$ cat config.mk
export PLATFORM = sky130hd
export DESIGN_NAME = sdout_port
export DESIGN_NICKNAME = d
export VERILOG_FILES = /design/src/rtl/sdo_pkg.sv /design/src/rtl/sdo_sync2.sv /design/src/rtl/sdo_edge.sv /design/src/rtl/sdo_engine.sv /design/src/rtl/sdout_port.sv
export SDC_FILE = /design/constraint.sdc
export NUM_CORES = 1
export LEC_CHECK = 0
export BUFFER_PORTS_ARGS = -buffer_cell sky130_fd_sc_hd__buf_4
export CAP_MARGIN = 10
export CORE_MARGIN = 3
export CORE_UTILIZATION = 27
export DETAILED_ROUTE_END_ITERATION = 10
export MAX_ROUTING_LAYER = met4
export PLACE_DENSITY = 0.48
export SYNTH_ARGS = -nofsm -noshare
export SYNTH_HDL_FRONTEND = slang
export SYNTH_SLANG_ARGS = --single-unit
export TNS_END_PERCENT = 20
$ cat constraint.sdc
create_clock -name clk -period 1.8 [get_ports clk]
set_input_delay 0.18 -clock clk [delete_from_list [all_inputs] [get_ports clk]]
set_output_delay 0.18 -clock clk [all_outputs]
set_load 0.01 [all_outputs]
$ cat src/rtl/sdo_pkg.sv
package sdo_pkg;
  typedef enum logic [2:0] {
    ST_IDLE,   // floating, waiting for a valid selection
    ST_ARM,    // first bit driven, waiting for a rising sclk
    ST_SHIFT,  // falling sclk edges advance the word
    ST_DRAIN,  // released early, finishing the current bit
    ST_HOLD    // word complete, waiting for deselect
  } sdo_state_e;

  // True when the count of bits already sent marks the final bit.
  function automatic logic is_last_bit(input int unsigned sent, input int unsigned width);
    return sent == width - 1;
  endfunction
endpackage

$ cat src/rtl/sdo_sync2.sv
module sdo_sync2 #(
  parameter int unsigned N = 1,
  parameter logic [N-1:0] RST_VAL = '0
) (
  input  logic         clk,
  input  logic         rst_n,
  input  logic [N-1:0] async_in,
  output logic [N-1:0] sync_out
);
  logic [N-1:0] meta_q;
  logic [N-1:0] sync_q;

  always_ff @(posedge clk) begin
    if (!rst_n) begin
      meta_q <= RST_VAL;
      sync_q <= RST_VAL;
    end else begin
      meta_q <= async_in;
      sync_q <= meta_q;
    end
  end

  assign sync_out = sync_q;
endmodule

$ cat src/rtl/sdo_edge.sv
module sdo_edge (
  input  logic clk,
  input  logic rst_n,
  input  logic level,
  output logic rise,
  output logic fall
);
  logic prev_q;

  always_ff @(posedge clk) begin
    if (!rst_n) prev_q <= 1'b0;
    else        prev_q <= level;
  end

  assign rise = level & ~prev_q;
  assign fall = ~level & prev_q;
endmodule

$ cat src/rtl/sdo_engine.sv
module sdo_engine
  import sdo_pkg::*;
#(
  parameter int unsigned W = 16
) (
  input  logic         clk,
  input  logic         rst_n,
  input  logic         cs_s,
  input  logic         sclk_rise,
  input  logic         sclk_fall,
  input  logic [W-1:0] res_word,
  input  logic         res_valid,
  output logic         sdata,
  output logic         sdata_oe,
  output logic         word_done
);
  localparam int unsigned CW = (W > 1) ? $clog2(W) : 1;

  sdo_state_e   st_q;
  logic [W-1:0] sh_q;
  logic [CW-1:0] sent_q;
  logic         done_q;

  // Named events for the properties below.
  logic select_ev;
  logic last_ev;
  logic shift_ev;
  assign select_ev = (st_q == ST_IDLE) && !cs_s && res_valid;
  assign last_ev   = (st_q == ST_SHIFT) && sclk_fall && is_last_bit(int'(sent_q), W);
  assign shift_ev  = (st_q == ST_SHIFT) && sclk_fall && !last_ev;

  always_ff @(posedge clk) begin
    if (!rst_n) begin
      st_q   <= ST_IDLE;
      sh_q   <= '0;
      sent_q <= '0;
      done_q <= 1'b0;
    end else begin
      done_q <= 1'b0;
      unique case (st_q)
        ST_IDLE: if (select_ev) begin
          sh_q   <= res_word;
          sent_q <= '0;
          st_q   <= ST_ARM;
        end
        ST_ARM: begin
          if (cs_s)           st_q <= ST_IDLE;
          else if (sclk_rise) st_q <= ST_SHIFT;
        end
        ST_SHIFT: begin
          if (last_ev) begin
            done_q <= 1'b1;
            st_q   <= cs_s ? ST_IDLE : ST_HOLD;
          end else if (shift_ev) begin
            sh_q   <= {sh_q[W-2:0], 1'b0};
            sent_q <= sent_q + 1'b1;
            if (cs_s) st_q <= ST_IDLE;
          end else if (cs_s) begin
            st_q <= ST_DRAIN;
          end
        end
        ST_DRAIN: if (sclk_fall) st_q <= ST_IDLE;
        ST_HOLD:  if (cs_s)      st_q <= ST_IDLE;
        default:  st_q <= ST_IDLE;
      endcase
    end
  end

  assign sdata_oe  = (st_q == ST_ARM) || (st_q == ST_SHIFT) || (st_q == ST_DRAIN);
  assign sdata     = sdata_oe & sh_q[W-1];
  assign word_done = done_q;

  assert_select_gate_R4: assert property (@(posedge clk) disable iff (!rst_n)
    $rose(sdata_oe) |-> $past(!cs_s && res_valid));
  assert_bit_hold_R2: assert property (@(posedge clk) disable iff (!rst_n)
    (sdata_oe && $past(sdata_oe) && !$past(sclk_fall)) |-> $stable(sdata));
  assert_no_shift_unarmed_R3: assert property (@(posedge clk) disable iff (!rst_n)
    ((st_q == ST_ARM) && sclk_fall) |=> $stable(sh_q));
  assert_done_single_R5: assert property (@(posedge clk) disable iff (!rst_n)
    word_done |=> !word_done);
  assert_done_floats_R5: assert property (@(posedge clk) disable iff (!rst_n)
    word_done |-> (!sdata_oe && $past(sclk_fall)));
endmodule

$ cat src/rtl/sdout_port.sv
module sdout_port #(
  parameter int unsigned W = 16
) (
  input  logic         clk,
  input  logic         rst_n,
  input  logic         cs_n,
  input  logic         sclk,
  input  logic [W-1:0] res_word,
  input  logic         res_valid,
  output logic         sdata,
  output logic         sdata_oe,
  output logic         word_done
);
  logic [1:0] pins_s;
  logic       cs_s;
  logic       sclk_s;
  logic       sclk_rise;
  logic       sclk_fall;

  // bit 1: select (idles high), bit 0: shift clock
  sdo_sync2 #(.N(2), .RST_VAL(2'b10)) u_sync (
    .clk      (clk),
    .rst_n    (rst_n),
    .async_in ({cs_n, sclk}),
    .sync_out (pins_s)
  );
  assign cs_s   = pins_s[1];
  assign sclk_s = pins_s[0];

  sdo_edge u_edge (
    .clk   (clk),
    .rst_n (rst_n),
    .level (sclk_s),
    .rise  (sclk_rise),
    .fall  (sclk_fall)
  );

  sdo_engine #(.W(W)) u_engine (
    .clk       (clk),
    .rst_n     (rst_n),
    .cs_s      (cs_s),
    .sclk_rise (sclk_rise),
    .sclk_fall (sclk_fall),
    .res_word  (res_word),
    .res_valid (res_valid),
    .sdata     (sdata),
    .sdata_oe  (sdata_oe),
    .word_done (word_done)
  );

  assert_reset_quiet_R9: assert property (@(posedge clk)
    !rst_n |=> (!sdata_oe && !word_done));
endmodule

==> results by group, run 1 <==
Status
  – Status: complete, no violations

Synthesis
  – Top post-synthesis cells by count: dfxtp_1 (29), a21oi_1 (17), mux2i_1 (15)
  – Yosys reg bits: 29
  – Area share of the largest cell type after synthesis: 0.408
  – EDFF count, synth: 0
  – Cell with the most instances after synthesis: dfxtp_1
  – Top cell type by total area after synthesis: dfxtp_1
  – Post-Syn Instances: between 100 and 150
  – Syn nets: approximately 170
  – Main synth FF type: dfxtp_1
  – Mapped Area: about 1400 sq um
  – Asr flop ratio synth: 0
  – Distinct cells, synth: 39
  – Post-synthesis sequential area ratio: 0.408
  – Leading post-synthesis cells by cell area: dfxtp_1 (41%), mux2i_1 (11%), a211oi_2 (7.0%)
  – Post-synthesis average cell area: a little under 10 sq um
  – Synth warn: 0

Routing
  – Pre-antenna DRT Iters: 4
  – DRT antenna net count: 0
  – # DRC: 0
  – Final WL: roughly 3.2 mm
  – Via density: about 4.9
  – Via count: ~1200
  – DR iter-0 viols: just over 70
  – Wirelength per Cell: ~13 microns

Clock tree
  – Hold buffer count at cts: 0
  – Clock slew at reported path FFs: about 60 ps
  – Worst skew pair latency: 280 ps
  – H-tree Lvls: 2
  – TritonCTS clock tree: built
  – Total clock sinks: 29
  – CTS Buf Count: 5
  – CTS max path bufs: 2
  – Root buf cell: clkbuf_8

Placement
  – Post-placement cell area: ~1700 sq um
  – GPL Wtd Cong: ~0.78
  – # port buffers: 23
  – DP Cell Count: 232
  – HPWL Detailed: about 2.3 mm

Setup path
  – Worst Path Arrival: 1830 ps
  – CP startpoint kind: flop
  – Worst-path cell chain: ha_2 > nand3_2 > a21o_4 > and2_4 > a211oi_1
  – RR Startpoint: u_engine.sent_q[0]
  – CP Max Fanout: 17
  – CP endpoint: u_engine.sh_q[4]
  – Slowest stage delay, CP: around 390 ps
  – Critical path data required time: roughly 2000 ps
  – Worst setup EP type: flop
  – Worst reg2reg endpoint: u_engine.sh_q[4]
  – Worst path slowest cell: dfxtp_1
  – Launch point of the worst path: u_engine.sent_q[0]
  – Crit Path Category: reg -> reg
  – FF-to-FF setup slack: about 160 ps
  – Reg2Reg Depth: 5

Flow run
  – Max-cap violations: 0

Die
  – Number of I/O pins: 24
  – Chip Height: between 70 and 80 microns
  – Die Area: roughly 6200 sq um
  – Die extent in x: roughly 79 microns
  – Initial Utilization: 0.290
  – Core area: between 4000 and 5000 sq um
  – FP Rows: 25

GRT
  – Initial antenna violation count: 0
  – Largest net degree at the start of global routing: 19
  – Grt ovf: 0
  – Vias in the first global route: ~1200
  – First-pass GRT wire length: 5.48 mm
  – Total GRT Usage: 0.116

Timing
  – Setup TNS: 0 ps
  – Setup Skew: 4.03 ps
  – Worst Max-Slew Pin Slew: 641 ps
  – Final period util: 0.913
  – Final min period: 1640 ps
  – Fmax: between 600 and 700 MHz
  – Max Slew Vio Count: 0
  – RSZ-0062 raised after global routing: no
  – Normalized max-slew margin: 0.572
  – Final setup violation count: 0
  – Final hold vios: 0

Cells and area
  – Layout area overhead: 24.3%
  – Final net count: approximately 190
  – Post-Route Utilization: 0.360
  – Diode count: 0
  – Design Area, Final: 1770 sq um
  – Final cell count without fillers: 240
  – Layout cells sized above 1: 0.312

Power and ir drop
  – P_leak: between 0.6 and 0.7 nW
  – Pwr/cell area: ~770 nW/um^2
  – Power, Total: between 1 and 1.5 mW
  – Worst VDD drop: 0.000463 V

Min path
  – Hold Path Class: in -> reg
  – Worst Hold Depth: 2
[registers in the layout (all words and copies together), names as in the netlist]
register            flops
u_engine.sh_q          16
u_engine.sent_q         4
u_sync.sync_out         2
u_engine.st_q           3
u_engine.word_done      1
u_edge.prev_q           1
u_sync.meta_q           2
[cells in the final DEF, fill, tap and decap left out, drive strengths merged, types with 2 or more instances in the layout]
cell type	n
buf	28
o22ai	2
clkbuf	7
nand2	8
and2	5
nand3	4
a211oi	17
inv	2
o211ai	2
nor2b	3
dfxtp	29
nor3b	2
o21ai	2
a21oi	17
nand2b	4
mux2i	15
nor3	4
nor2	7
[kinds of logic (layout without fill, tap and decap cells)]
kind of cell    after synthesis  in the layout  share of synthesized area
fa+ha+maj                     1              1                    0.00879
xor+xnor                      1              1                    0.00615
compound gates               47             47                      0.253
simple gates                 42             42                      0.170
buf+inv                      12             38                     0.0492
flops                        29             29                      0.408
mux                          15             15                      0.105
[metrics by stage]
| step | setup WS, ps | hold slack, ps |
|---|---|---|
| 2_1_floorplan | 219 | 253 |
| 5_1_grt | 7.44 | 88.4 |
| 3_3_place_gp | 220 | 367 |
| 3_5_place_dp | 135 | 367 |
| 4_1_cts | 97.4 | 71.9 |
| 6_report | 157 | 78.7 |
[routing by layer]
| metal | share of wire | GRT usage | up-vias |
|---|---|---|---|
| met5 | 0 | - | - |
| met4 | 0.013 | 0.0420 | 0 |
| met3 | 0.041 | 0.0344 | 8 |
| met2 | 0.45 | 0.174 | 27 |
| met1 | 0.49 | 0.147 | 560 |
| li1 | - | - | 592 |
[final cells by class]
type,count,area [sq um]
Fill cell,496,3140
Multi-Input combinational cell,106,786
Timing Repair Buffer,28,210
Tap cell,67,83.8
Clock buffer,7,96.3
Inverter,2,7.51
Sequential cell,29,581
Clock inverter,1,5.00
[worst min-delay path by stage]
stage,start,end,slack (ps)
3_5_place_dp,cs_n,u_sync.meta_q[1],370
6_report,cs_n,u_sync.meta_q[1],80
5_1_grt,cs_n,u_sync.meta_q[1],90
4_1_cts,cs_n,u_sync.meta_q[1],70
2_1_floorplan,rst_n,u_sync.meta_q[1],250
3_3_place_gp,cs_n,u_sync.meta_q[1],370
[worst max-delay path: cells and delay by family, from the launching register on]
kind | cells | cell delay, ps
flops | 1 | 390
simple gates | 2 | 390
compound gates | 2 | 520
fa+ha+maj | 1 | 240
[timing repair]
| item | CTS | global route |
|---|---|---|
| endpoints found under the setup margin | 0 | 4 |
| buffers inserted | 0 | 0 |
| gates resized for setup | 0 | 3 |
[power breakdown]
part           switching (mW)  internal [mW]  leakage [nW]  total, mW
registers              0.0108          0.660         0.236      0.670
logic                  0.0524         0.0581         0.319      0.111
clock network           0.245          0.345        0.0542      0.590
total                   0.308           1.06         0.609       1.37
Power figures use the tool's default switching activity.
==> inputs of run 2 (changes only) <==
Settings changed: ABC_AREA set to 1.
==> results by group, run 2 <==
Status
  – Status: complete, no violations

Timing
  – Final min period: about 1500 ps
  – Worst Max-Slew Pin Slew: 420 ps
  – Setup Skew: 5.12 ps
  – Worst hold margin: ~84 ps
  – RSZ-0062 raised after global routing: no
  – Fmax: about 660 MHz
  – Setup TNS: 0 ps
  – Normalized max-slew margin: 0.720
  – Max Slew Vio Count: 0
  – Final hold vios: 0
  – Final setup violation count: 0
  – Final period util: 0.844

Synthesis
  – Mapped Area: 1520 sq um
  – Main synth FF type: dfxtp_1
  – Syn nets: 244
  – Post-synthesis average cell area: about 7 sq um
  – Top cell type by total area after synthesis: dfxtp_1
  – EDFF count, synth: 0
  – Area share of the largest cell type after synthesis: 0.382
  – Cell with the most instances after synthesis: nand2_1
  – Leading post-synthesis cells by cell area: dfxtp_1 (38%), nand2_1 (19%), nor2_1 (9.6%)
  – Asr flop ratio synth: 0
  – Yosys reg bits: 29
  – Top post-synthesis cells by count: nand2_1 (75), nor2_1 (39), dfxtp_1 (29)
  – Post-Syn Instances: between 200 and 250
  – Distinct cells, synth: 25
  – Post-synthesis sequential area ratio: 0.382
  – Synth warn: 0

Clock tree
  – Total clock sinks: 29
  – Worst skew pair latency: roughly 280 ps
  – TritonCTS clock tree: built
  – Setup Buffers After CTS: 0
  – H-tree Lvls: 2
  – Hold buffer count at cts: 0
  – CTS Buf Count: 5
  – Clock slew at reported path FFs: about 60 ps
  – PostCTS Resize Cnt: 0
  – CTS max path bufs: 2
  – Root buf cell: clkbuf_8

Cells and area
  – Largest register FFs: 16
  – Filler instances: slightly above 600
  – Layout cells sized above 1: 0.220
  – Biggest regs: u_engine.sh_q: 16 flops, u_engine.sent_q: 4 flops, u_engine.st_q: 3 flops
  – Diode count: 0
  – Top reg by flops: u_engine.sh_q
  – Post-Route Utilization: 0.343
  – Layout area overhead: 18.8%
  – Final net count: approximately 270
  – Commonest non-fill, non-tap cell in the layout: nand2_1
  – Most frequent cells in the layout: nand2_1 (75), nor2_1 (39), dfxtp_1 (29), buf_4 (23), inv_1 (15)

Die
  – Chip Height: between 80 and 90 microns
  – Number of I/O pins: 24
  – Initial Utilization: 0.289
  – FP Rows: 26
  – Die Area: about 6600 sq um
  – Core area: between 5000 and 6000 sq um
  – Die extent in x: about 80 microns

GRT
  – Largest net degree at the start of global routing: 22
  – Initial antenna violation count: 0
  – Grt ovf: 0
  – Total GRT Usage: 0.119
  – First-pass GRT wire length: 5.80 mm
  – Vias in the first global route: about 1300

Placement
  – # port buffers: 23
  – HPWL Detailed: approximately 2.2 mm
  – GPL Wtd Cong: slightly below 0.8

Routing
  – DRT antenna net count: 0
  – Final WL: ~3.2 mm
  – Wirelength per Cell: approximately 10 microns
  – Pre-antenna DRT Iters: 4
  – Via count: about 1300
  – DR iter-0 viols: between 100 and 150
  – Via density: ~4.2
  – # DRC: 0

Setup path
  – CP startpoint kind: flop
  – Worst Path Arrival: 1730 ps
  – Reg2Reg Depth: 6
  – Critical path data required time: just over 2000 ps
  – Worst setup EP type: flop
  – CP Max Fanout: 17
  – Crit Path Category: reg -> reg

Min path
  – Hold Path Class: in -> reg
  – Worst Hold Depth: 3

Power and ir drop
  – P_leak: between 0.8 and 0.9 nW
  – Power, Total: ~1.4 mW
  – Worst VDD drop: between 0.0002 and 0.0003 V
  – Pwr/cell area: 758 nW/um^2

Flow run
  – Max-cap violations: 0
[run 2: cell count changes after synthesis, moves of 4 or more]
cell / delta
o21ai_0: +12
nor2_2: +10
mux2i_1: -15
and2_1: -4
nand2b_1: -4
nor2_1: +33
nor3_1: -4
nand2_1: +67
a211oi_1: -8
buf_2: -5
inv_1: +13
a211oi_2: -8
a21oi_1: -11
[run 2: logic make-up after synthesis]
family | share of synthesized area
simple gates | 0.428
flops | 0.382
compound gates | 0.0905
buf+inv | 0.0921
fa+ha+maj | 0.00822
[run 2: where the power goes]
part           total [mW]  switching [mW]  internal, mW
Combinational       0.162          0.0819        0.0804
Sequential          0.696          0.0206         0.675
Clock               0.512           0.245         0.267
Total                1.37           0.347          1.02
[run 2: layout make-up]
| type | count | area (sq um) | area share |
|---|---|---|---|
| Sequential cell | 29 | 581 | 0.321 |
| Clock buffer | 6 | 72.6 | 0.0401 |
| Clock inverter | 2 | 10.0 | 0.00554 |
| Inverter | 17 | 63.8 | 0.0353 |
| Multi-Input combinational cell | 168 | 801 | 0.443 |
| Timing Repair Buffer | 24 | 193 | 0.107 |
| Tap cell | 70 | 87.6 | 0.0484 |
[run 2: layer usage]
| layer | share of wire | up-vias | GRT usage |
|---|---|---|---|
| met5 | 0 | - | - |
| met4 | 0.022 | 0 | 0.0456 |
| met1 | 0.50 | 560 | 0.148 |
| met2 | 0.44 | 21 | 0.184 |
| met3 | 0.041 | 6 | 0.0322 |
| li1 | - | 731 | - |
[run 2: stage by stage]
stage | cell area [sq um] | std cells | setup WS, ps
finish | 1810 | 316 | 281
global route | 1810 | 316 | 114
CTS | 1810 | 316 | 250
detailed placement | 1730 | 308 | 267
global placement | 1730 | 308 | 279
floorplan | 1520 | 222 | 463
[run 2: final timing paths]
check,endpoint,slack [ps],start
setup / recovery,u_engine.sent_q[0],280,u_engine.st_q[2]
hold / removal,u_sync.meta_q[0],80,sclk
setup reg to reg,u_engine.sent_q[0],280,u_engine.st_q[2]
hold reg to reg,u_sync.sync_out[1],410,u_sync.meta_q[1]
[run 2: worst max-delay path: stages (launching register included)]
cell and delay [ps]:
dfxtp_1 580, nor2_2 140, nand3_4 120, nand2_2 90
nor2_8 310, nand2_1 90, a21oi_1 120
